File: src/rtl/gpio_evt_pkg.sv
package gpio_evt_pkg;
  localparam int DATA_W   = 16;
  localparam int NUM_DEST = 4;
  localparam int MAX_CODE = 15;
  localparam int MIN_CODE = 3;
  localparam int CNT_W    = MAX_CODE + 1;

  typedef enum logic [1:0] {
    TRIG_LEVEL = 2'd0,
    TRIG_EDGE  = 2'd1,
    TRIG_OFF   = 2'd2,
    TRIG_BOTH  = 2'd3
  } trig_e;

  typedef struct packed {
    logic [NUM_DEST-1:0] route;
    logic [3:0]          debCode;
    logic                debEn;
    logic                rxOff;
    logic                invert;
    trig_e               trig;
  } padCfg_t;

  localparam int CFG_W = $bits(padCfg_t);

  typedef struct packed {
    logic              clrStb;
    logic [DATA_W-1:0] clrMask;
  } strobes_t;
endpackage

File: src/rtl/gpio_evt_ctrl.sv
module gpio_evt_ctrl
  import gpio_evt_pkg::*;
#(
  parameter int NPADS = 4,
  parameter int AW    = $clog2(NPADS + 2)
) (
  input  logic                         clk,
  input  logic                         rstN,
  input  logic                         wrEn,
  input  logic [AW-1:0]                addr,
  input  logic [DATA_W-1:0]            wrData,
  output logic [DATA_W-1:0]            rdData,
  input  logic [NPADS-1:0]             statusVec,
  input  logic [NPADS-1:0]             levelVec,
  output padCfg_t [NPADS-1:0]          cfgVec,
  output strobes_t                     stb
);
  localparam int STAT_ADDR = NPADS;
  localparam int LVL_ADDR  = NPADS + 1;
  localparam padCfg_t CFG_RST = '{route: '0, debCode: '0, debEn: 1'b0,
                                  rxOff: 1'b0, invert: 1'b0, trig: TRIG_OFF};

  for (genvar p = 0; p < NPADS; p++) begin : g_cfg
    always_ff @(posedge clk) begin
      if (!rstN)
        cfgVec[p] <= CFG_RST;
      else if (wrEn && addr == AW'(p))
        cfgVec[p] <= padCfg_t'(wrData[CFG_W-1:0]);
    end
  end

  always_comb begin
    stb.clrStb  = wrEn && (addr == AW'(STAT_ADDR));
    stb.clrMask = wrData;
  end

  always_comb begin
    rdData = '0;
    for (int p = 0; p < NPADS; p++)
      if (addr == AW'(p)) rdData = DATA_W'(cfgVec[p]);
    if (addr == AW'(STAT_ADDR)) rdData = DATA_W'(statusVec);
    if (addr == AW'(LVL_ADDR))  rdData = DATA_W'(levelVec);
  end
endmodule

File: src/rtl/gpio_evt_dp.sv
module gpio_evt_dp
  import gpio_evt_pkg::*;
#(
  parameter int NPADS = 4
) (
  input  logic                clk,
  input  logic                rstN,
  input  logic [NPADS-1:0]    padIn,
  input  logic                rtcTick,
  input  padCfg_t [NPADS-1:0] cfgVec,
  input  strobes_t            stb,
  output logic [NPADS-1:0]    statusVec,
  output logic [NPADS-1:0]    levelVec
);
  for (genvar p = 0; p < NPADS; p++) begin : g_pad
    logic             syncA, syncB, filtQ, prevQ, statQ, sensed, evt, clrHit;
    logic [CNT_W-1:0] cnt, limit;
    logic [3:0]       code;

    // synchronizer
    always_ff @(posedge clk) begin
      if (!rstN) begin
        syncA <= 1'b0;
        syncB <= 1'b0;
      end else begin
        syncA <= padIn[p];
        syncB <= syncA;
      end
    end

    assign sensed = syncB ^ cfgVec[p].invert;
    assign code   = (cfgVec[p].debCode < 4'(MIN_CODE)) ? 4'(MIN_CODE) : cfgVec[p].debCode;
    assign limit  = CNT_W'(1) << code;

    // debounce filter
    always_ff @(posedge clk) begin
      if (!rstN) begin
        filtQ <= 1'b0;
        cnt   <= '0;
      end else if (!cfgVec[p].debEn) begin
        filtQ <= sensed;
        cnt   <= '0;
      end else if (sensed == filtQ) begin
        cnt <= '0;
      end else if (rtcTick) begin
        if (cnt == limit - CNT_W'(1)) begin
          filtQ <= sensed;
          cnt   <= '0;
        end else begin
          cnt <= cnt + CNT_W'(1);
        end
      end
    end

    // event detection
    always_comb begin
      unique case (cfgVec[p].trig)
        TRIG_LEVEL: evt = filtQ;
        TRIG_EDGE:  evt = filtQ & ~prevQ;
        TRIG_BOTH:  evt = filtQ ^ prevQ;
        default:    evt = 1'b0;
      endcase
      evt = evt & ~cfgVec[p].rxOff;
    end

    assign clrHit = stb.clrStb & stb.clrMask[p];

    always_ff @(posedge clk) begin
      if (!rstN) begin
        prevQ <= 1'b0;
        statQ <= 1'b0;
      end else begin
        prevQ <= filtQ;
        statQ <= (statQ & ~clrHit) | evt;
      end
    end

    assign statusVec[p] = statQ;
    assign levelVec[p]  = filtQ;
  end
endmodule

File: src/rtl/gpio_event_detect.sv
module gpio_event_detect
  import gpio_evt_pkg::*;
#(
  parameter int NPADS = 4,
  parameter int AW    = $clog2(NPADS + 2)
) (
  input  logic                clk,
  input  logic                rstN,
  input  logic [NPADS-1:0]    padIn,
  input  logic                rtcTick,
  input  logic                wrEn,
  input  logic [AW-1:0]       addr,
  input  logic [DATA_W-1:0]   wrData,
  output logic [DATA_W-1:0]   rdData,
  output logic [NUM_DEST-1:0] dstIrq
);
  padCfg_t [NPADS-1:0] cfgVec;
  strobes_t            stb;
  logic [NPADS-1:0]    statusVec;
  logic [NPADS-1:0]    levelVec;

  gpio_evt_ctrl #(.NPADS(NPADS), .AW(AW)) ctrl_i (
    .clk(clk), .rstN(rstN), .wrEn(wrEn), .addr(addr), .wrData(wrData),
    .rdData(rdData), .statusVec(statusVec), .levelVec(levelVec),
    .cfgVec(cfgVec), .stb(stb)
  );

  gpio_evt_dp #(.NPADS(NPADS)) dp_i (
    .clk(clk), .rstN(rstN), .padIn(padIn), .rtcTick(rtcTick),
    .cfgVec(cfgVec), .stb(stb), .statusVec(statusVec), .levelVec(levelVec)
  );

  always_comb begin
    for (int d = 0; d < NUM_DEST; d++) begin
      dstIrq[d] = 1'b0;
      for (int p = 0; p < NPADS; p++)
        dstIrq[d] = dstIrq[d] | (statusVec[p] & cfgVec[p].route[d]);
    end
  end
endmodule

File: config.mk
export PLATFORM = sky130hd
export DESIGN_NAME = gpio_event_detect
export DESIGN_NICKNAME = d
export VERILOG_FILES = /design/src/rtl/gpio_evt_pkg.sv /design/src/rtl/gpio_evt_ctrl.sv /design/src/rtl/gpio_evt_dp.sv /design/src/rtl/gpio_event_detect.sv
export SDC_FILE = /design/constraint.sdc
export NUM_CORES = 1
export LEC_CHECK = 0
export CORE_UTILIZATION = 35
export CTS_CLUSTER_DIAMETER = 60
export DETAILED_ROUTE_END_ITERATION = 6
export DONT_BUFFER_PORTS = 1
export GPL_ROUTABILITY_DRIVEN = 0
export HOLD_SLACK_MARGIN = 0.1
export PLACE_DENSITY_LB_ADDON = 0.08
export SLEW_MARGIN = 20
export SYNTH_ARGS = -nofsm -noshare
export SYNTH_HDL_FRONTEND = slang
export SYNTH_HIERARCHICAL = 1
export SYNTH_SLANG_ARGS = --single-unit
File: constraint.sdc
create_clock -name clk -period 3.4 [get_ports clk]
set_input_delay 0.34 -clock clk [delete_from_list [all_inputs] [get_ports clk]]
set_output_delay 0.34 -clock clk [all_outputs]
set_load 0.005 [all_outputs]
==> qor.json, run 1 <==
{
  "sta": {
    "report.final.slew_viol_count": 0,
    "worst_slew_margin_rel_pct": 41.1,
    "timing.setup.tns_ns": 0,
    "grt_setup_unrepaired": "no",
    "finalHoldViolations": 0,
    "final_period_minus_worst_setup_slack_ns": 3.06,
    "worst_slew_pin_slew_ns": 0.881,
    "finalSetupViolations": 0,
    "clock-skew-final_ns": 0.0105,
    "timing.final.crit_share_pct": 90.0,
    "maxClockFrequency_mhz": 327
  },
  "pwr": {
    "pwr_density_cell_nw_per_um2": 394,
    "power_switching_mw": 0.938,
    "clockPowerShare_pct": 48.4,
    "power_frac_comb_pct": 6.1,
    "irDropWorstVdd_uv": 290,
    "intPower_mw": 2.66,
    "netSwitchingFraction_pct": 26.1,
    "power_frac_seq_pct": 45.5,
    "p_leak_nw": 3.18
  },
  "yosys": {
    "yosys_warnings": 6,
    "combined_area_of_all_synthesized_cells_um2": 8270,
    "syn-mean-instance-area_um2": 8.36,
    "synthCells": 990
  },
  "cells_and_area": {
    "antennaDiodeCount": 0,
    "postLayoutCoreUtil_pct": 39.9,
    "layout.filler_cells": 2379,
    "layout-drive-gt1-share_pct": 9.92,
    "post-route-cell-area_um2": 9140,
    "layout_stage_area_growth_over_the_synthesis_result_pct": 10.5,
    "final_stage_net_count": 1017,
    "finish.cell_count_without_fillers": 1301
  },
  "worst_setup_path": {
    "endpoint_kind": "flip-flop",
    "crit_top_cell": "or3_1",
    "critical_path_start_type": "flip-flop",
    "category_of_the_critical_setup_timing_path": "reg2reg",
    "critPathRequiredTime_ns": 3.71,
    "cp.arrival_ns": 3.37,
    "critPathMaxFanout": 14,
    "critical_path.slowest_cell": "a2111oi_2",
    "crit_path_max_incr_delay_ns": 0.50,
    "cp_cell_sequence": "nand2b_1, or3_1, ha_1, or3b_1, a21oi_1, or3_1, a2111oi_2, a31o_2, nor2_1"
  },
  "clock_tree": {
    "tritoncts": "yes",
    "tritoncts_num_sinks": 136,
    "worstSkewPairLatency_ns": 0.43,
    "clock_tree.htree_level_count": 4,
    "clk_transition_reported_paths_ns": 0.07,
    "ctsRootBufferMaster": "clkbuf_16",
    "cts_buffers": 17,
    "max-clock-path-buffers": 2
  },
  "die": {
    "floorplan.die.height_um": 156,
    "placementRows": 55,
    "floorplan.die_area_um2": 24300,
    "io_count": 47,
    "floorplan.initialDensity_pct": 36.1,
    "core_um2": 22900,
    "die_w_um": 156
  },
  "routing": {
    "highest_layer": "met4",
    "drc": 0,
    "drt-wirelength-per-cell_um": 17.0,
    "wire_length_on_met3_um": 911,
    "routed_wl_mm": 22.1,
    "vias": 6728,
    "postRouteAntennaNets": 0,
    "dr.pass1.iters": 4,
    "vias_per_cell": 5.17,
    "first_iter_violations": 300,
    "drt_met1_wl_mm": 10.9,
    "dr_wl_met2_mm": 9.96
  },
  "grt": {
    "global_route.usage.total_pct": 19.4,
    "grt_start_max_net_pins": 66,
    "antenna_found_initial": 0,
    "first_global_vias": 6509,
    "grt_pass1_wl_mm": 36.4,
    "grt_remaining_overflow": 0
  },
  "status": {
    "status": "finished, final reports clean"
  },
  "placement": {
    "postPlaceCellArea_um2": 8370,
    "placed_cells_incl_taps": 1249,
    "dp_hpwl_mm": 15.1,
    "numPortBuffers": 0
  },
  "hold_path": {
    "hp-class": "in2reg"
  },
  "job": {
    "drv.max_cap_violation_count": 0
  }
}
per-stage QoR:
step	setup slack, ns	power [mW]	hold WS (ns)
final	0.341	3.60	0.115
after floorplan	0.592	1.85	0.412
after global placement	0.408	1.85	0.413
after detailed placement	0.360	1.85	0.415
after CTS	0.354	3.65	0.101
after global routing	0.0972	3.75	0.110
power by group through the flow:
stage          logic (mW)  clock network (mW)  registers (mW)
2_1_floorplan       0.185                   0            1.66
3_3_place_gp        0.177                   0            1.67
3_5_place_dp        0.178                   0            1.67
4_1_cts             0.218                1.79            1.64
5_1_grt             0.245                1.86            1.64
6_report            0.220                1.74            1.64
sequential cells by signal (all words and copies together), names as in the netlist:
register and cells:
dp_i/g_pad.syncA 4, ctrl_i/cfgVec 52, dp_i/g_pad.cnt 64, dp_i/g_pad.syncB 4, dp_i/g_pad.statQ 4, dp_i/g_pad.filtQ 4
dp_i/g_pad.prevQ 4
cell type report:
| type | instances | area [um2] | area share, % |
|---|---|---|---|
| well taps | 313 | 392 | 4.28 |
| multi-input cells | 757 | 5020 | 55.0 |
| flip-flops and latches | 136 | 2720 | 29.8 |
| clock buffers | 17 | 425 | 4.65 |
| repair buffers | 40 | 370 | 4.05 |
| inverters | 24 | 90.1 | 0.985 |
| clock inverters | 14 | 118 | 1.29 |
metal layers:
metal	vias up	track usage, %
li1	3464	-
met1	3141	26.2
met2	104	30.8
met3	19	4.33
met4	0	5.60
met5	-	0
final timing paths:
check,start,endpoint,slack (ns),depth (start not counted)
setup reg to reg,ctrl_i/cfgVec[46],dp_i/g_pad[3].cnt[4],0.34,9
hold reg to reg,dp_i/g_pad[0].syncA,dp_i/g_pad[0].syncB,0.43,1
hold / removal,wrData[2],ctrl_i/cfgVec[2],0.11,2
setup / recovery,ctrl_i/cfgVec[46],dp_i/g_pad[3].cnt[4],0.34,9
worst max-delay path, delay by kind of cell (launching register included):
kind	cells	cell delay, ns
AND/OR/NAND/NOR	5	1.14
AO/OA/AOI/OAI	3	1.00
flip-flops	1	0.49
adder cells (fa/ha/maj)	1	0.33
layout by cell type, fill, tap and decap left out, drive strengths merged, types with 6 or more instances in the layout:
| cell type | instances |
|---|---|
| nor4 | 8 |
| a21oi | 26 |
| inv | 30 |
| a22oi | 9 |
| nor2b | 15 |
| nor2 | 58 |
| nand3 | 62 |
| a211oi | 6 |
| nand2b | 14 |
| dlygate4sd3 | 20 |
| mux2i | 23 |
| clkbuf | 17 |
| and4 | 9 |
| nand4 | 23 |
| a21boi | 14 |
| xor2 | 50 |
| o21ai | 53 |
| nor3 | 48 |
| dfxtp | 136 |
| a31oi | 7 |
| xnor2 | 46 |
| buf | 20 |
| or3 | 14 |
| and3 | 11 |
| mux4 | 9 |
| conb | 11 |
| nand2 | 119 |
| and2 | 14 |
| or2 | 6 |
| or3b | 6 |
| ha | 14 |
repair_timing:
action | CTS | global route
setup buffers | 0 | 0
hold endpoints to repair | 73 | 0
gates resized for setup | 0 | 0
hold buffers | 21 | 0
No activity file was read; power rests on OpenSTA's default activity.
==> run 2, diff against run 1 <==
- ABC_AREA: unset -> 1
- CAP_MARGIN: unset -> 20
- CTS_CLUSTER_SIZE: unset -> 14
==> qor.json, run 2 <==
{
  "status": {
    "status": "finished, final reports clean"
  },
  "worst_setup_path": {
    "cp.arrival_ns": 3.02,
    "category_of_the_critical_setup_timing_path": "reg2reg",
    "critPathRequiredTime_ns": 3.69,
    "critPathMaxFanout": 14,
    "endpoint_kind": "flip-flop",
    "critical_path_start_type": "flip-flop"
  },
  "die": {
    "placementRows": 56,
    "core_um2": 23500,
    "die_w_um": 157,
    "floorplan.die.height_um": 157,
    "floorplan.initialDensity_pct": 35.9,
    "floorplan.die_area_um2": 24700,
    "io_count": 47
  },
  "clock_tree": {
    "postCtsResizedCells": 0,
    "ctsRootBufferMaster": "clkbuf_16",
    "cts_buffers": 17,
    "tritoncts_num_sinks": 136,
    "max-clock-path-buffers": 2,
    "clock_tree.htree_level_count": 4,
    "clk_transition_reported_paths_ns": 0.07,
    "tritoncts": "yes",
    "worstSkewPairLatency_ns": 0.42
  },
  "grt": {
    "antenna_found_initial": 1,
    "grt_start_max_net_pins": 69,
    "grt_remaining_overflow": 0,
    "global_route.usage.total_pct": 21.2,
    "grt_pass1_wl_mm": 40.5,
    "first_global_vias": 7513
  },
  "sta": {
    "maxClockFrequency_mhz": 366,
    "clock-skew-final_ns": 0.0125,
    "finalSetupViolations": 0,
    "finalHoldViolations": 0,
    "final_period_minus_worst_setup_slack_ns": 2.73,
    "worst_slew_margin_rel_pct": 53.0,
    "grt_setup_unrepaired": "no",
    "timing.final.crit_share_pct": 80.4,
    "timing.setup.tns_ns": 0,
    "report.final.slew_viol_count": 0,
    "worst_slew_pin_slew_ns": 0.705
  },
  "yosys": {
    "yosys_warnings": 6,
    "syn-mean-instance-area_um2": 6.16,
    "synthCells": 1370,
    "combined_area_of_all_synthesized_cells_um2": 8440
  },
  "cells_and_area": {
    "finish.cell_count_without_fillers": 1710,
    "largestRegisters": "dp_i/g_pad.cnt: 64 flops, ctrl_i/cfgVec: 52 flops",
    "largest_register_ff_count": 64,
    "layout_stage_area_growth_over_the_synthesis_result_pct": 11.8,
    "top_register": "dp_i/g_pad.cnt",
    "final_common_cell": "nand2_1",
    "mostFrequentLayoutCells": "nand2_1, nor2_1, inv_1, dfxtp_1, nand3_1",
    "final_stage_net_count": 1419,
    "layout-drive-gt1-share_pct": 4.75
  },
  "pwr": {
    "p_leak_nw": 4.00,
    "irDropWorstVdd_uv": 275,
    "pwr_density_cell_nw_per_um2": 410
  },
  "hold_path": {
    "hp-class": "in2reg"
  },
  "placement": {
    "placed_cells_incl_taps": 1657,
    "numPortBuffers": 0,
    "dp_hpwl_mm": 18.2
  },
  "routing": {
    "vias_per_cell": 4.77,
    "dr.pass1.iters": 5,
    "drc": 0,
    "drt-wirelength-per-cell_um": 14.6,
    "routed_wl_mm": 24.9,
    "first_iter_violations": 433,
    "postRouteAntennaNets": 0,
    "vias": 8151
  },
  "job": {
    "drv.max_cap_violation_count": 0
  }
}
-- run 2: path summary, 6_finish.rpt --
kind,endpoint,slack [ns],startpoint,depth (start not counted)
worst max-delay path,dp_i/g_pad[3].cnt[3],0.67,ctrl_i/cfgVec[45],16
worst min-delay path,dp_i/g_pad[3].cnt[2],0.13,rtcTick,2
worst max register to register,dp_i/g_pad[3].cnt[3],0.67,ctrl_i/cfgVec[45],16
worst min register to register,dp_i/g_pad[1].syncB,0.42,dp_i/g_pad[1].syncA,2
-- run 2: repair_timing --
item	in CTS	in global routing
hold endpoints to repair	81	0
setup endpoints to repair	0	0
buffers inserted	0	0
hold buffers	21	0
-- run 2: worst max-delay path, stage by stage, from the launching register on --
cell and delay [ns]:
dfxtp_1 0.39, nor2_1 0.34, nand2_1 0.11, ha_1 0.30
inv_1 0.04, nand2_1 0.06, nand2_1 0.04, nor2_1 0.08
nand2_1 0.06, nor2_1 0.08, nand2_1 0.05, nor2_1 0.08
nand2_1 0.06, nor2_1 0.16, nand4_1 0.17, nand2_1 0.48
nor3_1 0.08
-- run 2: area by class of cell --
cell class	count	area, um2
antenna	1	2.50
clock buffer	18	439
clock inverter	13	158
fill	2643	14100
inverter	162	609
multi-input combinational	1034	4830
sequential	136	2720
tap	319	399
timing repair buffer	27	273
-- run 2: metrics by stage --
stage          power, mW  util, %  setup slack (ns)  hold WS (ns)  area (um2)
6_report            3.87     40.1             0.666         0.127        9440
5_1_grt             4.03     40.1             0.314         0.128        9430
4_1_cts             3.92     40.1             0.671         0.108        9430
3_5_place_dp        1.94     36.6             0.669         0.405        8610
3_3_place_gp        1.94     36.6             0.719         0.401        8610
2_1_floorplan       1.91        -              1.22         0.390        8480
-- run 2: per-layer routing --
layer / share of wire [%] / wire, um / vias to the layer above / GRT usage (%)
li1: - / - / 4301 / -
met1: 49 / 12200 / 3687 / 28.7
met2: 45 / 11100 / 142 / 33.8
met3: 5.0 / 1250 / 21 / 5.04
met4: 1.4 / 337 / 0 / 5.32
met5: 0 / 0 / - / 0
-- run 2: power by group --
group | switching, mW | internal [mW] | leakage, nW | total (mW)
combinational | 0.189 | 0.101 | 2.61 | 0.291
clock | 0.792 | 1.12 | 0.290 | 1.91
sequential | 0.0400 | 1.63 | 1.10 | 1.67
